$ cat config.mk
export PLATFORM = sky130hd
export DESIGN_NAME = nonoverlap_clkgen
export DESIGN_NICKNAME = d
export VERILOG_FILES = /design/src/rtl/ncg_pkg.sv /design/src/rtl/ncg_seq.sv /design/src/rtl/ncg_drive.sv /design/src/rtl/nonoverlap_clkgen.sv
export SDC_FILE = /design/constraint.sdc
export NUM_CORES = 1
export LEC_CHECK = 0
export ABC_AREA = 1
export BUFFER_PORTS_ARGS = -buffer_cell sky130_fd_sc_hd__clkbuf_2
export CAP_MARGIN = 30
export CORE_AREA = 5 5 42 44
export CTS_BUF_LIST = sky130_fd_sc_hd__clkbuf_16
export DETAILED_ROUTE_END_ITERATION = 16
export DIE_AREA = 0 0 47 49
export PLACE_DENSITY = 0.53
export SYNTH_ARGS = -nofsm -noshare
export SYNTH_HDL_FRONTEND = slang
export SYNTH_SLANG_ARGS = --single-unit
$ cat constraint.sdc
create_clock -name clk_i -period 3.45 [get_ports clk_i]
set_input_delay 0.5175 -clock clk_i [delete_from_list [all_inputs] [get_ports clk_i]]
set_output_delay 0.5175 -clock clk_i [all_outputs]
set_load 0.005 [all_outputs]
$ cat src/rtl/ncg_pkg.sv
package ncg_pkg;

    // Segment order inside one output period; the increment order is the sequence.
    typedef enum logic [1:0] {
        SEG_PH1   = 2'd0,
        SEG_DEADA = 2'd1,
        SEG_PH2   = 2'd2,
        SEG_DEADB = 2'd3
    } seg_e;

endpackage

$ cat src/rtl/ncg_seq.sv
module ncg_seq
    import ncg_pkg::*;
#(
    parameter int P1_HIGH   = 9,
    parameter int P2_HIGH   = 9,
    parameter int GAP_TICKS = 1,
    parameter int CNT_W     = 4
) (
    input  logic             clk_i,
    input  logic             rst_i,
    input  logic             en_i,
    output logic             run_d_o,
    output seg_e             seg_d_o,
    output logic             first_d_o
);

    localparam logic [CNT_W-1:0] LIM_PH1 = CNT_W'(P1_HIGH - 1);
    localparam logic [CNT_W-1:0] LIM_PH2 = CNT_W'(P2_HIGH - 1);
    localparam logic [CNT_W-1:0] LIM_GAP = CNT_W'(GAP_TICKS - 1);

    typedef struct packed {
        logic             run;
        seg_e             seg;
        logic [CNT_W-1:0] cnt;
    } seq_s;

    seq_s seq_d, seq_q;
    logic [CNT_W-1:0] lim;

    always_comb begin
        unique case (seq_q.seg)
            SEG_PH1: lim = LIM_PH1;
            SEG_PH2: lim = LIM_PH2;
            default: lim = LIM_GAP;
        endcase
    end

    always_comb begin
        seq_d = seq_q;
        if (rst_i || !en_i) begin
            seq_d.run = 1'b0;
            seq_d.seg = SEG_PH1;
            seq_d.cnt = '0;
        end else if (!seq_q.run) begin
            seq_d.run = 1'b1;
            seq_d.seg = SEG_PH1;
            seq_d.cnt = '0;
        end else if (seq_q.cnt == lim) begin
            seq_d.seg = seg_e'(2'(seq_q.seg + 2'd1));
            seq_d.cnt = '0;
        end else begin
            seq_d.cnt = seq_q.cnt + CNT_W'(1);
        end
    end

    always_ff @(posedge clk_i) begin
        seq_q <= seq_d;
    end

    assign run_d_o   = seq_d.run;
    assign seg_d_o   = seq_d.seg;
    assign first_d_o = (seq_d.seg == SEG_PH1) && (seq_d.cnt == '0);

endmodule

$ cat src/rtl/ncg_drive.sv
module ncg_drive
    import ncg_pkg::*;
(
    input  logic clk_i,
    input  logic rst_i,
    input  logic run_d_i,
    input  seg_e seg_d_i,
    input  logic first_d_i,
    output logic phi1_o,
    output logic phi2_o,
    output logic strobe_o
);

    typedef struct packed {
        logic phi1;
        logic phi2;
        logic strobe;
    } drv_s;

    drv_s drv_d, drv_q;

    always_comb begin
        drv_d.phi1   = run_d_i && (seg_d_i == SEG_PH1);
        drv_d.phi2   = run_d_i && (seg_d_i == SEG_PH2);
        drv_d.strobe = run_d_i && (seg_d_i == SEG_PH1) && first_d_i;
    end

    always_ff @(posedge clk_i) begin
        if (rst_i) drv_q <= '0;
        else       drv_q <= drv_d;
    end

    assign phi1_o   = drv_q.phi1;
    assign phi2_o   = drv_q.phi2;
    assign strobe_o = drv_q.strobe;

endmodule

$ cat src/rtl/nonoverlap_clkgen.sv
module nonoverlap_clkgen
    import ncg_pkg::*;
#(
    parameter int P1_HIGH   = 9,
    parameter int P2_HIGH   = 9,
    parameter int GAP_TICKS = 1
) (
    input  logic clk_i,
    input  logic rst_i,
    input  logic en_i,
    output logic phi1_o,
    output logic phi2_o,
    output logic strobe_o
);

    localparam int MAX_LEN = (P1_HIGH > P2_HIGH)
                           ? ((P1_HIGH > GAP_TICKS) ? P1_HIGH : GAP_TICKS)
                           : ((P2_HIGH > GAP_TICKS) ? P2_HIGH : GAP_TICKS);
    localparam int CNT_W   = (MAX_LEN > 1) ? $clog2(MAX_LEN) : 1;

    // lengths below one tick are rejected at elaboration
    generate
        if (GAP_TICKS < 1) begin : g_bad_gap
            $error("nonoverlap_clkgen: GAP_TICKS must be at least 1");
        end
        if (P1_HIGH < 1 || P2_HIGH < 1) begin : g_bad_high
            $error("nonoverlap_clkgen: phase high lengths must be at least 1");
        end
    endgenerate

    logic run_d;
    seg_e seg_d;
    logic first_d;

    ncg_seq #(
        .P1_HIGH  (P1_HIGH),
        .P2_HIGH  (P2_HIGH),
        .GAP_TICKS(GAP_TICKS),
        .CNT_W    (CNT_W)
    ) u_seq (
        .clk_i    (clk_i),
        .rst_i    (rst_i),
        .en_i     (en_i),
        .run_d_o  (run_d),
        .seg_d_o  (seg_d),
        .first_d_o(first_d)
    );

    ncg_drive u_drive (
        .clk_i    (clk_i),
        .rst_i    (rst_i),
        .run_d_i  (run_d),
        .seg_d_i  (seg_d),
        .first_d_i(first_d),
        .phi1_o   (phi1_o),
        .phi2_o   (phi2_o),
        .strobe_o (strobe_o)
    );

endmodule

# ---- Word-level counts from Yosys, hierarchy flattened
# Index checks and enable logic that the tools add are counted.
# Widths: inputs -> output; s select.
dict set report word_totals {
  register_bits 10
  out_inout_bits 3
  wordCells 26
}
dict set report classes {
  addsub 2
  n_eq_ne 3
  n_mux 5
  n_reduce_logical 10
}
# cell count
set ops {}
lappend ops {{$mux 4} 2}
lappend ops {{$mux 7} 1}
lappend ops {{$mux 6} 1}
lappend ops {{$add 4x1->4 const B} 1}
lappend ops {{$eq 2x2->1 const B} 2}
lappend ops {{$eq 4x4->1} 1}
lappend ops {{$logic_and 1x1->1} 4}
lappend ops {{$logic_not 2->1} 2}
lappend ops {{$logic_not 4->1} 1}
lappend ops {{$add 2x1->2 const B} 1}
lappend ops {{$mux 2} 1}
lappend ops {{$reduce_or 2->1} 1}
lappend ops {{$logic_not 1->1} 1}
lappend ops {{$logic_or 1x1->1} 1}

# ---- Longest topological paths before layout
dict set report depth {
  ltp_word 10
  depth_mapped 9
  depth_no_buf 9
}

# ---- By module
# Synthesis repeated with hierarchy kept, for this count alone.
dict set report hier_totals {
  cells_unflattened 73
  hier_area_um2 529.3
}
# mod instances cells_each area_per_inst_um2 seq_area_each_um2
set modules_own_cells {}
lappend modules_own_cells {ncg_seq 1 61 432.9 140.1}
lappend modules_own_cells {ncg_drive 1 12 96.3 60.1}

# ---- Worst setup path after synthesis
# OpenSTA, ideal clock, no wires.
dict set report synth_timing {
  path_kind {reg2reg}
  from {reg u_seq.seq_q[0] (netlist bit)}
  to {reg u_drive.drv_q, in the netlist u_drive.strobe_o}
  setup_time_ns 0.111
  arrival_time_ns 1.117
  required_ns 3.339
  slack_ns 2.222
  path_stages_with_launch 9
  n_path_buf 0
  path_cell_list {dfxtp_1 > inv_1 > ha_1 > nand2_1 > nand2_1 > a21oi_1 > nand2_1 > nand3_1 > nor2_2}
}
dict set report synth_via {
  elab_chain_cells 7
}
# element line_no
set synth_rtl {}
lappend synth_rtl {{start: declaration} ncg_seq.sv:27} ;# seq_s seq_d, seq_q;
lappend synth_rtl {{start signal: assignment} ncg_seq.sv:57} ;# seq_q <= seq_d;
lappend synth_rtl {{$add 4x1->4 / $eq 4x4->1 (equally long branches)} {ncg_seq.sv:52, ncg_seq.sv:48}}
lappend synth_rtl {{$mux 4 / $mux 2 (equally long branches)} ncg_seq.sv:48} ;# end else if (seq_q.cnt == lim) begin
lappend synth_rtl {{$mux 6 (*)} ncg_seq.sv:44} ;# end else if (!seq_q.run) begin
lappend synth_rtl {{$mux 7 (*)} ncg_seq.sv:40} ;# if (rst_i || !en_i) begin
lappend synth_rtl {{$logic_not 4->1 / $logic_not 2->1 (equally long branches)} {ncg_seq.sv:62, ncg_drive.sv:25}}
lappend synth_rtl {{$logic_and 1x1->1, on equally long branches} {ncg_seq.sv:62, ncg_drive.sv:25}}
lappend synth_rtl {{$logic_and 1x1->1 (*)} ncg_drive.sv:25} ;# drv_d.strobe = run_d_i && (seg_d_i == SEG_PH1) && first_d_i;
lappend synth_rtl {{end signal: assignment} ncg_drive.sv:30} ;# else drv_q <= drv_d;
lappend synth_rtl {{end: declaration} ncg_drive.sv:20} ;# drv_s drv_d, drv_q;
# Mark *: on every way between the ends. The rest lies on a longest branch, timed or not.
# A chain may end at the register's enable or synchronous reset.

# ---- Final worst setup path
# Same ends and word-level chain as after synthesis.

==> metrics <==
Post-Place Setup Slack about 2.1 ns; routing usage on met1 between 10% and 20%; first-pass GRT wire length ~1.6 mm; power per cell area 559 nW/µm²; Sw Ratio around 17%; Worst-Skew Late Latency about 0.23 ns; status finished clean; routed vias 368; Core Region approximately 1400 µm²; Synth top area share 43.4%; clock buffer count from CTS 3; slew margin rel. 83.2%; R2R setup slack 2.06 ns; FP Rows 14; FMAX 720 MHz; HP Class flip-flop to flip-flop; Tcrit/Tclk final between 40% and 50%; pin count of the biggest net entering global routing 7; number of global-route vias before repair approximately 380; Max-Cap Viols 0; Yosys cell types 14; clock buffer depth 2; placer's final routability congestion estimate roughly 0.72; postcts setup bufs 0; Area contributors post-synth dfxtp_1 43%, inv_1 13%, nand2_1 11%; Die Wd ~47 µm; worst IR drop on VDD 294 µV; vias per cell 4.23; # clock sinks 10; H-tree depth 1; Total GRT Usage around a tenth; Synthesized Nets 67; GRT met2 Usage around 14%; WL/cell approximately 9 µm; leakage power a little over 0.0003 µW; Post-Synthesis Cells 62; Final Total Pwr about 330 µW; grt ovf 0; # IOs 6; Clock transition at path regs roughly 0.040 ns; antenna violations before repair 0; DRC 0; CP endpoint kind flip-flop; post_cts resized 0; CTS tree built; CP max FO 4; Yosys reg bits 10; die span in y roughly 49 µm; final hold vios 0; sequential cell area fraction in the yosys report around 43%; startpoint types flip-flop; Starting Density 32.9%; routed wire length roughly 800 µm; Critical Path AT between 1.5 and 2 ns; Post-DP HPWL about 660 µm; Mapped Area 462 µm²; met3 Resource Use GR 4.43%; fin util 41.8%; fin crit period around 1.4 ns; CP required between 3 and 4 ns; RSZ-0062 raised after global routing no; Die Footprint around 2300 µm²; drt first pass iters 4; layout cells sized above 1 a little over a fifth; Worst-Margin Slew 0.250 ns; Seq pwr share roughly 36%; clk_skew between 0.002 and 0.0025 ns; yosys warns 0; Final #Nets between 70 and 80; Comb power frac under 10%; Internal between 200 and 300 µW; I/O Buffers 5; area leader, netlist dfxtp_1; Layout Cells excl Fill 87; setup tns final 0 ns; Area growth syn-to-layout 26.8%; Slew Limit Fails 0; Placed Cells 83; Final WS setup about 2.1 ns; Final setup viols 0; P_sw roughly 54 µW; GRT busiest layer met2; number of diodes 0; average size of a mapped cell ~7.4 µm²; Clock Tree Root clkbuf_16; Clk network pwr share 60.9%; crit path kind flip-flop to flip-flop; initial drt markers 9; Antenna Nets Post-Route 0; hold buffers post-CTS 0
-- layout by cell type (no fill, tap or decap) --
| cell type | instances |
|---|---|
| a21oi_1 | 1 |
| a21oi_2 | 2 |
| clkbuf_16 | 3 |
| clkbuf_2 | 5 |
| clkinv_1 | 2 |
| dfxtp_1 | 10 |
| ha_1 | 2 |
| inv_1 | 16 |
| nand2_1 | 13 |
| nand2_2 | 1 |
| nand3_1 | 4 |
| nand3_2 | 3 |
| nand4_1 | 3 |
| nor2_1 | 4 |
| nor2_2 | 1 |
| o21ai_0 | 1 |
-- sequential cells by signal (all words and copies together) (netlist names) --
register / flops
u_drive.phi2_o: 1
u_seq.seq_q: 7
u_drive.strobe_o: 1
u_drive.phi1_o: 1
-- worst max-delay path, stage by stage, from the launching register on --
cell	delay, ns
dfxtp_1	0.36
inv_1	0.07
ha_1	0.21
nand2_1	0.10
nand2_1	0.09
a21oi_1	0.21
nand2_1	0.10
nand3_1	0.11
nor2_2	0.03
-- power groups by stage --
stage / Clock [µW] / Combinational, µW / Sequential, µW
after floorplan: 0 / 5.28 / 121
after global placement: 0 / 8.90 / 121
after detailed placement: 0 / 8.86 / 121
after CTS: 206 / 8.93 / 119
after global routing: 215 / 10.0 / 119
final: 200 / 8.78 / 119
-- area by class of cell --
| class | instances | area [µm²] |
|---|---|---|
| Fill cell | 153 | 816 |
| Sequential cell | 10 | 200 |
| Multi-Input combinational cell | 35 | 198 |
| Clock buffer | 3 | 75.1 |
| Inverter | 17 | 63.8 |
| Timing Repair Buffer | 5 | 25.0 |
| Tap cell | 16 | 20.0 |
| Clock inverter | 1 | 3.75 |
-- kinds of logic after synthesis --
kind of cell / synth area share [%]
AOI/OAI and AO/OA: 5.96
adders and majority gates: 5.42
buffers and inverters: 13.8
DFF: 43.4
and+or+nand+nor: 31.4
-- synth_stat cells, drive strengths merged --
cell type / count
nor2: 5
a21oi: 3
o21ai: 1
ha: 2
inv: 16
dfxtp: 10
nand4: 3
clkinv: 1
nand3: 7
nand2: 14
-- path summary, 6_finish.rpt --
path | from | end | cells after the start
setup / recovery | u_seq.seq_q[0]$_DFF_P_ | u_drive.strobe_o$_SDFF_PP0_ | 8
hold / removal | u_seq.seq_q[6]$_DFF_P_ | u_seq.seq_q[1]$_DFF_P_ | 2
setup reg to reg | u_seq.seq_q[0]$_DFF_P_ | u_drive.strobe_o$_SDFF_PP0_ | 8
hold reg to reg | u_seq.seq_q[6]$_DFF_P_ | u_seq.seq_q[1]$_DFF_P_ | 2
-- through the flow --
step	hold WS [ns]	instance area (µm²)
2_1_floorplan	0.440	462
3_3_place_gp	0.452	507
3_5_place_dp	0.455	507
6_report	0.476	586
4_1_cts	0.463	586
5_1_grt	0.502	586
-- per-layer routing --
layer | vias to the layer above | share of wire [%] | wire [µm]
met2 | 6 | 50 | 406
met5 | - | 0 | 0
li1 | 212 | - | -
met1 | 150 | 45 | 365
met4 | 0 | 0 | 0
met3 | 0 | 4.0 | 32
Power figures use the tool's default switching activity.
